File: config.mk
export PLATFORM = sky130hd
export DESIGN_NAME = i2c_rx_wait_seq
export DESIGN_NICKNAME = d
export VERILOG_FILES = /design/src/rtl/i2c_rx_wait_seq.sv
export SDC_FILE = /design/constraint.sdc
export NUM_CORES = 1
export LEC_CHECK = 0
export ABC_CLOCK_PERIOD_IN_PS = 1500
export BUFFER_PORTS_ARGS = -buffer_cell sky130_fd_sc_hd__buf_2
export CORE_UTILIZATION = 45
export CTS_CLUSTER_DIAMETER = 40
export CTS_CLUSTER_SIZE = 8
export DETAILED_ROUTE_END_ITERATION = 10
export PLACE_DENSITY_LB_ADDON = 0.1
export SYNTH_ARGS = -nofsm -noshare
export SYNTH_HDL_FRONTEND = slang
export SYNTH_SLANG_ARGS = --single-unit
File: constraint.sdc
create_clock -name clk -period 1.5 [get_ports clk]
set_input_delay 0.225 -clock clk [delete_from_list [all_inputs] [get_ports clk]]
set_output_delay 0.225 -clock clk [all_outputs]
set_load 0.01 [all_outputs]
File: src/rtl/i2c_rx_wait_seq.sv
module i2c_rx_wait_seq #(
  parameter int BYTE_BITS = 8
) (
  input  logic clk,
  input  logic rst_n,
  input  logic scl_fall,
  input  logic start_det,
  input  logic stop_det,
  input  logic xmit,
  input  logic wr_data,
  input  logic wr_ctrl,
  input  logic stop_ie,
  input  logic wait_ie,
  input  logic ack_mode,
  output logic irq,
  output logic pend_n,
  output logic scl_hold,
  output logic ack_clk_en,
  output logic wait_flag
);
  localparam int CNT_W = $clog2(BYTE_BITS + 1);
  localparam logic [CNT_W-1:0] LAST_DATA = CNT_W'(BYTE_BITS - 1);
  localparam logic [CNT_W-1:0] ACK_SLOT  = CNT_W'(BYTE_BITS);

  typedef enum logic [1:0] {RUN, HOLD_DATA, HOLD_ACK} phase_t;

  phase_t           phase;
  logic [CNT_W-1:0] cnt;
  logic             addr_byte;
  logic             armed;
  logic             bus_evt;

  assign armed      = ack_mode && wait_ie && !xmit && !addr_byte;
  assign bus_evt    = start_det || stop_det;
  assign scl_hold   = (phase != RUN);
  assign ack_clk_en = (phase == RUN) && (cnt == ACK_SLOT);

  always_ff @(posedge clk) begin
    if (!rst_n) begin
      phase     <= RUN;
      cnt       <= '0;
      addr_byte <= 1'b1;
      pend_n    <= 1'b1;
      irq       <= 1'b0;
      wait_flag <= 1'b0;
    end else begin
      irq <= 1'b0;
      if (bus_evt) begin
        phase     <= RUN;
        cnt       <= '0;
        wait_flag <= 1'b0;
        if (start_det) addr_byte <= 1'b1;
        if (stop_det && stop_ie) irq <= 1'b1;
      end else begin
        case (phase)
          RUN: if (scl_fall) begin
            if (cnt == ACK_SLOT) begin
              cnt       <= '0;
              addr_byte <= 1'b0;
              phase     <= HOLD_ACK;
              pend_n    <= 1'b0;
              irq       <= 1'b1;
            end else begin
              cnt <= cnt + 1'b1;
              if (cnt == LAST_DATA && armed) begin
                phase  <= HOLD_DATA;
                pend_n <= 1'b0;
                irq    <= 1'b1;
              end
            end
          end
          HOLD_DATA: if (wr_ctrl) begin
            phase  <= RUN;
            pend_n <= 1'b1;
          end
          HOLD_ACK: if (wr_data) begin
            phase  <= RUN;
            pend_n <= 1'b1;
          end
          default: phase <= RUN;
        endcase
        if (wr_ctrl) wait_flag <= 1'b0;
        else if (wr_data && phase != HOLD_DATA && armed) wait_flag <= 1'b1;
      end
    end
  end

  AST_HOLD_RAISES_IRQ: assert property (@(posedge clk) disable iff (!rst_n)
    $rose(scl_hold) |-> (irq && !pend_n));
  AST_NO_ACK_WHILE_HELD: assert property (@(posedge clk) disable iff (!rst_n)
    scl_hold |-> !ack_clk_en);
  AST_WAIT_NEEDS_RX_WRITE: assert property (@(posedge clk) disable iff (!rst_n)
    $rose(wait_flag) |-> ($past(wr_data) && !$past(xmit) && $past(ack_mode)));
  AST_STOP_KEEPS_PEND: assert property (@(posedge clk) disable iff (!rst_n)
    (stop_det && !start_det) |=> (pend_n == $past(pend_n)));
  AST_BUS_EVT_CLEARS: assert property (@(posedge clk) disable iff (!rst_n)
    (start_det || stop_det) |=> (!scl_hold && !wait_flag));
  AST_DATA_WRITE_IGNORED: assert property (@(posedge clk) disable iff (!rst_n)
    (phase == HOLD_DATA && wr_data && !wr_ctrl && !start_det && !stop_det) |=> scl_hold);
endmodule

After elaboration in Yosys (flattened, before gate mapping)
Index checks and enable logic that the tools add are counted.
{"block": "totals", "out_inout_bits": 5, "regBits": 10, "inputBits": 11, "wordCells": 66}
{"block": "op_classes", "bitwise_logic": 2, "eq_ne": 10, "muxes": 24, "add_sub_neg": 1, "reduce_logical": 23}
{"operator": "1-bit 2-to-1 mux", "count": 16}
{"operator": "2-bit 2-to-1 mux", "count": 5}
{"operator": "1-bit logical AND", "count": 8}
{"operator": "2-bit != test (second input constant)", "count": 4}
{"operator": "4-bit AND reduction", "count": 2}
{"operator": "2-bit nonzero test", "count": 4}
{"operator": "2-bit one-hot mux with 3 select lines", "count": 1}
{"operator": "6-bit AND reduction", "count": 1}
{"operator": "4-bit by 1-bit adder with 4-bit output (second input constant)", "count": 1}
{"operator": "4-bit by 3-bit equality test with 1-bit output (second input constant)", "count": 1}
{"operator": "4-bit equality test (second input constant)", "count": 1}
{"operator": "4-bit 2-to-1 mux", "count": 1}
{"operator": "3-bit by 1-bit != test with 1-bit output (second input constant)", "count": 1}
{"operator": "1-bit one-hot mux with 3 select lines", "count": 1}
{"operator": "3-bit nonzero test", "count": 1}
{"operator": "3-bit OR reduction", "count": 1}
{"operator": "2-bit by 1-bit equality test with 1-bit output (second input constant)", "count": 1}
{"operator": "2-bit equality test (second input constant)", "count": 1}
{"operator": "1-bit logical NOT", "count": 2}
{"operator": "2-bit logical NOT", "count": 1}
{"operator": "2-bit by 1-bit != test with 1-bit output (second input constant)", "count": 1}
{"operator": "1-bit NOT", "count": 2}
{"operator": "2-bit AND reduction", "count": 1}
{"operator": "2-bit OR reduction", "count": 1}
{"operator": "1-bit logical OR", "count": 1}

Longest topological paths before layout
Gate-level depths: netlist of run 1.
{"block": "depth", "depth_word": 9, "ltp_mapped": 6, "mapped_depth_nobuf": 6}

Worst setup path after synthesis of run 1
Ideal clock, no wire load.
{"block": "synth_path", "kind": "register to register", "start": "reg cnt[0]", "end": "reg pend_n", "slack_ns": 0.235, "path_stages_with_launch": 7, "synth_period_minus_slack_ns": 1.265, "arrival_time_ns": 1.193, "n_path_buf": 0, "required_ns": 1.428, "setup_ns": 0.072, "cell_sequence": "dfxtp_1 inv_1 ha_1 nand3b_4 nand2_1 o2111ai_1 mux2i_1"}
{"block": "synth_between", "elab_chain_len": 4, "elab_cells_between_ends": 8, "classes_between": "eq/ne (3); mux (3); reduce/logical (2)"}
{"item": "from (decl)", "line": "28", "source": "logic [CNT_W-1:0] cnt;"}
{"item": "from (signal assigned)", "line": "64", "source": "cnt <= cnt + 1'b1;"}
{"item": "4-bit by 3-bit equality test with 1-bit output / 4-bit equality test (equally long branches)", "line": "65, 57"}
{"item": "1-bit logical AND / 1-bit 2-to-1 mux (equally long branches)", "line": "65, 57"}
{"item": "3-bit by 1-bit != test with 1-bit output (no line) / 1-bit 2-to-1 mux (equally long branches)"}
{"item": "6-bit AND reduction (no line) / 1-bit one-hot mux with 3 select lines (equally long branches)"}
{"item": "to (signal assigned)", "line": "61", "source": "pend_n <= 1'b0;"}
{"item": "to (signal assigned)", "line": "67", "source": "pend_n <= 1'b0;"}
{"item": "to (signal assigned)", "line": "74", "source": "pend_n <= 1'b1;"}
{"item": "to (decl)", "line": "16", "source": "output logic pend_n,"}
Parallel ways exist; a longest one is shown, timed or not. The select of a mux whose other input is x is not followed.
A chain may end at the register's enable or synchronous reset.

Worst setup path after layout of run 1
{"block": "layout_path", "start": "reg phase[1]", "end": "out ack_clk_en"}
{"block": "layout_between", "elab_chain_len": 2}
{"item": "from (decl)", "line": "27", "source": "phase_t phase;"}
{"item": "from (signal assigned)", "line": "40", "source": "phase <= RUN;"}
{"item": "from (signal assigned)", "line": "49", "source": "phase <= RUN;"}
{"item": "from (signal assigned)", "line": "60", "source": "phase <= HOLD_ACK;"}
{"item": "2-bit logical NOT", "line": "36", "source": "assign ack_clk_en = (phase == RUN) && (cnt == ACK_SLOT);"}
{"item": "1-bit logical AND", "line": "36"}
{"item": "to (decl)", "line": "18", "source": "output logic ack_clk_en,"}
Every way passes these cells.

==> results of run 1 <==
==> stage by stage <==
stage	utilization, %	TNS (ns)	area (sq um)
after floorplan	-	0	627
after global placement	55.4	0	721
after detailed placement	55.4	0	721
after CTS	58.4	0	759
after global routing	61.1	-0.0223	795
final	61.1	0	795
==> power groups by stage <==
stage	combinational (mW)	sequential [mW]	clock, mW
4_1_cts	0.0434	0.268	0.255
5_1_grt	0.0500	0.269	0.262
6_report	0.0456	0.268	0.249
3_3_place_gp	0.0428	0.275	0
3_5_place_dp	0.0432	0.275	0
2_1_floorplan	0.0195	0.275	0
==> kinds of logic after synthesis <==
| family | count (synthesis) | share of synthesized area, % |
|---|---|---|
| compound gates | 15 | 18.2 |
| flops | 10 | 31.9 |
| fa+ha+maj | 6 | 12.0 |
| mux | 1 | 1.60 |
| simple gates | 31 | 32.1 |
| buf+inv | 7 | 4.19 |
==> worst paths after layout <==
path,from,to,slack [ns],cells after the start
setup / recovery,phase[1]$_SDFFE_PP0P_,ack_clk_en,0.07,5
hold / removal,wr_ctrl,wait_flag$_SDFFE_PP0P_,0.13,2
setup reg to reg,phase[1]$_SDFFE_PP0P_,phase[0]$_SDFFE_PP0P_,0.09,5
hold reg to reg,cnt[1]$_SDFFE_PP0P_,cnt[1]$_SDFFE_PP0P_,0.50,2
==> Yosys cell counts (all sizes together), types with 2 or more instances <==
master  number  area [sq um]
a21oi        3          15.0
a31oi        2          12.5
and2         2          13.8
dfxtp       10           200
ha           6          75.1
inv          7          26.3
nand2        8          30.0
nand3b       2          27.5
nor2         6          22.5
nor2b        2          12.5
nor3         7          46.3
o21ai        2          10.0
==> cell usage in the layout, fill, tap and decap left out, drive strengths merged, types with 2 or more instances in the layout <==
cell type,n
nor3,7
o21ai,2
nor2b,2
dfxtp,10
ha,6
buf,16
inv,7
nand2,8
nor2,6
a31oi,2
and2,2
nand3b,2
a21oi,3
clkbuf,4
==> timing repair <==
action,in CTS,in global routing
pin swaps,0,2
setup buffers,0,1
hold buffers,0,0
endpoints found under the hold margin,0,0
setup endpoints to repair,1,4
resized for setup,1,7
==> area by class of cell <==
type,instances,area (sq um)
sequential,10,203
multi-input combinational,53,428
clock buffer,4,36.3
tap,15,18.8
timing repair buffer,16,82.6
inverter,7,26.3
fill,121,507
==> registers in the layout, indices dropped and copies added (netlist names) <==
name / count
pend_n: 1
wait_flag: 1
phase: 2
cnt: 4
irq: 1
addr_byte: 1
==> worst reg2reg max path, cell delays in order (launching register included) <==
cell and delay [ns]:
dfxtp_2 0.34, inv_1 0.10, ha_2 0.20, a22oi_2 0.29, a31oi_1 0.13, a311oi_1 0.25
==> layer usage <==
metal  part of all wire [%]  vias to the layer above
li1                       -                      292
met4                   0.45                        0
met1                     51                      252
met2                     43                       20
met5                      0                        -
met3                    6.0                        2
==> results.json, run 1 <==
{
  "ant_nets": 0,
  "first_global_vias": 449,
  "place_congestion": 0.800,
  "switchingPower_mw": 0.128,
  "worst_setup_path_end_kind": "output pin",
  "fin_worst_skew_ns": 0.000782,
  "p_int_mw": 0.435,
  "clk_pin_slew_ns": 0.07,
  "dr.pass1.iters": 4,
  "avgSynthCellArea_sq_um": 8.96,
  "io_pins": 16,
  "placed_cells": 100,
  "num_vias": 566,
  "cts-root-buf": "clkbuf_4",
  "cts_sinks": 10,
  "ys_seq_elements": 10,
  "layout-drive-gt1-share_pct": 36.7,
  "vias_per_cell": 5.39,
  "synth_edf_count": 0,
  "grt_pass1_wl_mm": 1.98,
  "final-max-slew-violation-count": 0,
  "relSlewSlack_pct": 79.1,
  "seq_power_share_pct": 47.7,
  "period_share_pct": 95.3,
  "grt-ovfl-total": 0,
  "hold_viol": 0,
  "diodes": 0,
  "clk_latency_ns": 0.26,
  "critPathTopFamily": "flip-flops",
  "outcome": "finished clean",
  "crit_arrival_ns": 1.20,
  "grt_use_total_pct": 19.4,
  "drc_errors": 0,
  "synthToLayoutAreaGrowth_pct": 26.7,
  "setup_viol": 0,
  "ys_types": 28,
  "path_cells": "inv_1, ha_4, inv_1, nor2_1, buf_2",
  "ys_seq_area_share_pct": 31.9,
  "clkPwrFrac_pct": 44.2,
  "cts_buffers": 3,
  "clk_path_buf_depth": 2,
  "layout_setup_ws_ns": 0.0712,
  "worst_hold_slack_ns": 0.129,
  "crit_top_cell": "inv_1",
  "grt_max_degree": 8,
  "crit_required_ns": 1.27,
  "die_area_sq_mm": 0.00155,
  "fmax_ghz": 0.700,
  "slowest_stage": "dfxtp_2",
  "ys.flop_type": "dfxtp_1",
  "finalPower_mw": 0.563,
  "critPathLaunchType": "register",
  "start_util_pct": 48.2,
  "yosys_warnings": 0,
  "async_reset_ff_share_pct": 0,
  "pre_cts_ws_ns": 0.119,
  "cts_tree": "yes",
  "cp_max_fo": 5,
  "grt_use_met2_pct": 26.3,
  "worst_slew_pin_slew_ns": 0.313,
  "period_needed_ns": 1.43,
  "critPathBufInv": 3,
  "io_buffers": 15,
  "fin_cells": 105,
  "globalRouteMet1Util_pct": 28.2,
  "ir_drop_uv": 390,
  "busiest_layer": "met1",
  "wl_per_cell_um": 12.8,
  "p_per_area_mw_per_mm2": 709,
  "critPathMaxStageDelay_ns": 0.33,
  "cts-htree-levels": 1,
  "dieHeight_um": 39.3,
  "grtUsageMet3_pct": 3.98,
  "comb_power_share_pct": 8.1,
  "hpwl_um": 953,
  "switching_share_pct": 22.8,
  "nets": 108,
  "hp-class": "primary input to register",
  "p_leak_nw": 0.337,
  "first_iter_violations": 14,
  "syn-cell-area_sq_um": 627,
  "maxCapViolCount": 0,
  "syn_nets": 87,
  "critical_path_class": "register to output pin",
  "netlist_instances": 70,
  "grt_antenna_before_repair": 0,
  "drt-total-wl_mm": 1.35,
  "core_area_sq_mm": 0.00130,
  "rows": 13,
  "chipWidth_um": 39.3
}
Power figures use the tool's default switching activity.
==> inputs of run 2 (changes only) <==
--- a/config.mk
+++ b/config.mk
@@ -7,10 +7,11 @@
 export LEC_CHECK = 0
 export ABC_CLOCK_PERIOD_IN_PS = 1500
 export BUFFER_PORTS_ARGS = -buffer_cell sky130_fd_sc_hd__buf_2
-export CORE_UTILIZATION = 45
+export CORE_AREA = 2 2 39 41
 export CTS_CLUSTER_DIAMETER = 40
 export CTS_CLUSTER_SIZE = 8
 export DETAILED_ROUTE_END_ITERATION = 10
+export DIE_AREA = 0 0 41 43
 export PLACE_DENSITY_LB_ADDON = 0.1
 export SYNTH_ARGS = -nofsm -noshare
 export SYNTH_HDL_FRONTEND = slang
==> results.json, run 2 (same netlist as run 1, synthesis figures left out) <==
{
  "cts_tree": "yes",
  "grt-ovfl-total": 0,
  "place_congestion": 0.755,
  "num_vias": 560,
  "largest-register": "cnt",
  "ir_drop_uv": 401,
  "critPathLaunchType": "register",
  "drt-total-wl_mm": 1.30,
  "start_util_pct": 45.3,
  "worst_setup_path_end_kind": "output pin",
  "first_iter_violations": 10,
  "path_cells": "inv_1, ha_4, nand3b_4, nor2_2, buf_2",
  "dr.pass1.iters": 5,
  "critical_path_class": "register to output pin",
  "cts-htree-levels": 1,
  "hold_viol": 0,
  "layout_common_cells": "buf_2, nand2_1, dfxtp_1",
  "critPathMaxStageDelay_ns": 0.34,
  "reg_top3": "cnt: 4 flops, phase: 2 flops",
  "vias_per_cell": 5.28,
  "dieHeight_um": 43,
  "p_per_area_mw_per_mm2": 700,
  "outcome": "finished clean",
  "rrSetupSlack_ns": 0.08,
  "cts_buffers": 3,
  "io_pins": 16,
  "cp_max_fo": 5,
  "largest_register_ffs": 4,
  "seqCellArea_sq_um": 203,
  "grt_antenna_before_repair": 0,
  "p_leak_nw": 0.336,
  "fmax_ghz": 0.703,
  "worst_hold_slack_ns": 0.138,
  "io_buffers": 15,
  "chipWidth_um": 41,
  "multi_input_area_sq_um": 435,
  "synthToLayoutAreaGrowth_pct": 28.1,
  "clk_pin_slew_ns": 0.07,
  "rows": 14,
  "final_common_cell": "buf_2",
  "grt_pass1_wl_mm": 2.13,
  "wl_per_cell_um": 12.2,
  "grt_use_total_pct": 18.9,
  "fin_worst_skew_ns": 0.000691,
  "cts-root-buf": "clkbuf_4",
  "clk_latency_ns": 0.27,
  "crit_arrival_ns": 1.20,
  "slowest_stage": "dfxtp_1",
  "nets": 108,
  "cts_hold_buf": 0,
  "layout_setup_ws_ns": 0.0774,
  "relSlewSlack_pct": 79.5,
  "worst_slew_pin_slew_ns": 0.306,
  "grt_max_degree": 8,
  "fillers": 134,
  "setup_viol": 0,
  "first_global_vias": 523,
  "final-max-slew-violation-count": 0,
  "fin_cells": 106,
  "clk_path_buf_depth": 2,
  "die_area_sq_mm": 0.00176,
  "drc_errors": 0,
  "timing.setup.tns_ns": 0,
  "ant_nets": 0,
  "core_area_sq_mm": 0.00138,
  "pre_cts_ws_ns": 0.0988,
  "critPathTopFamily": "flip-flops",
  "diodes": 0,
  "period_needed_ns": 1.42,
  "placed_cells": 101,
  "cts_sinks": 10,
  "maxCapViolCount": 0,
  "layout-drive-gt1-share_pct": 38.9,
  "period_share_pct": 94.8,
  "hpwl_um": 959,
  "hp-class": "primary input to register",
  "critPathBufInv": 2,
  "crit_required_ns": 1.27
}
run 2: changes by cell type in the layout (fill, tap and decap cells not counted):
cell,before,now
nand3_1,1,0
nor2_2,0,1
nand3_2,0,1
nor2_1,6,5
run 2: final cells by class:
type                    instances  area share, %
multi-input cells              53           54.2
repair buffers                 16           10.3
flip-flops and latches         10           25.2
well taps                      16           2.49
clock buffers                   4           4.52
inverters                       7           3.27
run 2: through the flow:
| step | utilization (%) | power (mW) | cell area (sq um) |
|---|---|---|---|
| floorplan | - | 0.295 | 627 |
| global placement | 52.2 | 0.317 | 722 |
| detailed placement | 52.2 | 0.317 | 722 |
| CTS | 54.8 | 0.566 | 758 |
| global route | 58.0 | 0.587 | 803 |
| finish | 58.0 | 0.562 | 803 |
run 2: routing by layer:
metal | global-route usage [%] | share of wire [%] | vias to the layer above
met3 | 6.28 | 6.7 | 4
met2 | 29.7 | 45 | 20
met4 | 12.0 | 2.4 | 0
li1 | - | - | 290
met1 | 20.3 | 46 | 246
met5 | 0 | 0 | -
run 2: final timing paths:
path                                        startpoint                      to  cells after the start
worst max-delay path               cnt[0]$_SDFFE_PP0P_              ack_clk_en                      5
worst min-delay path                           wr_ctrl  wait_flag$_SDFFE_PP0P_                      2
worst max register to register   phase[0]$_SDFFE_PP0P_   phase[1]$_SDFFE_PP0P_                      5
worst min register to register  addr_byte$_SDFFE_PN1P_  addr_byte$_SDFFE_PN1P_                      2
run 2: timing repair:
action / 4_1_cts / 5_1_grt
gates resized for setup: 0 / 10
endpoints found under the setup margin: 0 / 5
buffers inserted: 0 / 1
hold endpoints to repair: 0 / 0
run 2: report_power, final:
group / leakage, nW / internal, mW / total (mW) / switching, mW
clock: 0.0210 / 0.148 / 0.249 / 0.101
sequential: 0.0819 / 0.267 / 0.268 / 0.00132
combinational: 0.234 / 0.0201 / 0.0450 / 0.0248
total: 0.336 / 0.435 / 0.562 / 0.127
==> inputs of run 3 (changes only) <==
--- a/config.mk
+++ b/config.mk
@@ -8,11 +8,13 @@
 export ABC_CLOCK_PERIOD_IN_PS = 1500
 export BUFFER_PORTS_ARGS = -buffer_cell sky130_fd_sc_hd__buf_2
 export CORE_AREA = 2 2 39 41
+export CTS_BUF_LIST = sky130_fd_sc_hd__clkbuf_8 sky130_fd_sc_hd__clkbuf_16
 export CTS_CLUSTER_DIAMETER = 40
 export CTS_CLUSTER_SIZE = 8
 export DETAILED_ROUTE_END_ITERATION = 10
 export DIE_AREA = 0 0 41 43
 export PLACE_DENSITY_LB_ADDON = 0.1
+export RECOVER_POWER = 100
 export SYNTH_ARGS = -nofsm -noshare
 export SYNTH_HDL_FRONTEND = slang
 export SYNTH_SLANG_ARGS = --single-unit
==> results.json, run 3 (same netlist as run 1, synthesis figures left out) <==
{
  "switching_share_pct": 21.3,
  "vias_per_cell": 5.25,
  "reg_top3": "cnt: 4 flops, phase: 2 flops",
  "ant_nets": 0,
  "grt-ovfl-total": 0,
  "cts-root-buf": "clkbuf_8",
  "layout-drive-gt1-share_pct": 30.0,
  "chipWidth_um": 41,
  "p_int_mw": 0.519,
  "io_buffers": 15,
  "crit_required_ns": 1.27,
  "setup_viol": 0,
  "layout_common_cells": "buf_2, dfxtp_1, nand2_1",
  "cts_buffers": 3,
  "largest_register_ffs": 4,
  "rows": 14,
  "drc_errors": 0,
  "dieHeight_um": 43,
  "worst_slew_pin_slew_ns": 0.307,
  "largest-register": "cnt",
  "dr.pass1.iters": 4,
  "seq_power_share_pct": 40.9,
  "p_per_area_mw_per_mm2": 837,
  "post-route-util_pct": 56.9,
  "die_area_sq_mm": 0.00176,
  "grt_antenna_before_repair": 0,
  "core_area_sq_mm": 0.00138,
  "cts_tree": "yes",
  "hpwl_um": 959,
  "grt_max_degree": 8,
  "finalPower_mw": 0.659,
  "ir_drop_uv": 468,
  "nets": 108,
  "outcome": "finished clean",
  "switchingPower_mw": 0.140,
  "cts-htree-levels": 1,
  "fillers": 134,
  "clk_pin_slew_ns": 0.05,
  "start_util_pct": 45.3,
  "period_share_pct": 95.8,
  "clkPwrFrac_pct": 52.5,
  "synthToLayoutAreaGrowth_pct": 25.5,
  "grt_pass1_wl_mm": 2.19,
  "io_pins": 16,
  "comb_power_share_pct": 6.5,
  "final-max-slew-violation-count": 0,
  "p_leak_nw": 0.331,
  "clk_path_buf_depth": 2,
  "final_common_cell": "buf_2",
  "cts_sinks": 10,
  "diodes": 0,
  "relSlewSlack_pct": 79.5,
  "clk_latency_ns": 0.24,
  "crit_arrival_ns": 1.21,
  "cp_max_fo": 5,
  "grt_use_total_pct": 19.9,
  "critical_path_class": "register to output pin",
  "first_global_vias": 515,
  "fin_worst_skew_ns": 0.000555,
  "hp-class": "primary input to register",
  "fmax_ghz": 0.696,
  "maxCapViolCount": 0,
  "first_iter_violations": 5,
  "rsz0062_at_grt": "yes",
  "period_needed_ns": 1.44,
  "worst_setup_path_end_kind": "output pin",
  "place_congestion": 0.755,
  "drt-total-wl_mm": 1.37,
  "wl_per_cell_um": 12.9,
  "rrSetupSlack_ns": 0.11,
  "critPathLaunchType": "register",
  "hold_viol": 0,
  "num_vias": 557
}
-- run 3: what timing repair did --
action / CTS / global route
buffers inserted: 0 / 1
gates resized for setup: 0 / 3
endpoints found under the setup margin: 0 / 5
hold buffers: 0 / 0
-- run 3: area by class of cell --
| type | instances | area (sq um) | area share [%] |
|---|---|---|---|
| multi-input combinational | 53 | 405 | 51.5 |
| sequential | 10 | 201 | 25.6 |
| timing repair buffer | 16 | 78.8 | 10.0 |
| clock buffer | 4 | 55.1 | 7.00 |
| inverter | 7 | 26.3 | 3.34 |
| tap | 16 | 20.0 | 2.54 |
-- run 3: worst paths after layout --
check,start,to,cells after the start
max,cnt[0]$_SDFFE_PP0P_,ack_clk_en,5
min,wr_ctrl,wait_flag$_SDFFE_PP0P_,2
max reg2reg,phase[1]$_SDFFE_PP0P_,phase[1]$_SDFFE_PP0P_,5
min reg2reg,cnt[1]$_SDFFE_PP0P_,cnt[1]$_SDFFE_PP0P_,2
-- run 3: critical path, cell delays in order (launching register included) --
cell and delay, ns:
dfxtp_1 0.34, inv_1 0.07, ha_2 0.21, nand3b_4 0.11
nor2_1 0.11, buf_2 0.14
-- run 3: power by group through the flow --
| stage | Combinational (mW) | Sequential, mW | Clock [mW] |
|---|---|---|---|
| 4_1_cts | 0.0432 | 0.269 | 0.353 |
| 3_3_place_gp | 0.0425 | 0.275 | 0 |
| 3_5_place_dp | 0.0424 | 0.275 | 0 |
| 2_1_floorplan | 0.0195 | 0.275 | 0 |
| 5_1_grt | 0.0482 | 0.269 | 0.366 |
| 6_report | 0.0431 | 0.270 | 0.346 |
-- run 3: per-stage QoR --
step	instance area [sq um]	TNS, ns	std cells	hold WS (ns)	setup slack [ns]
after detailed placement	722	0	101	0.425	0.0988
final	787	0	106	0.169	0.0628
after global placement	722	0	101	0.406	0.0805
after floorplan	627	0	70	0.304	0.235
after CTS	777	0	105	0.168	0.0358
after global routing	787	-0.00966	106	0.170	-0.00759
-- run 3: routing by layer --
layer	part of all wire (%)	GRT usage (%)	vias up
li1	-	-	288
met4	3.2	14.0	0
met5	0	0	-
met1	44	21.3	247
met2	46	30.9	17
met3	6.5	6.28	5
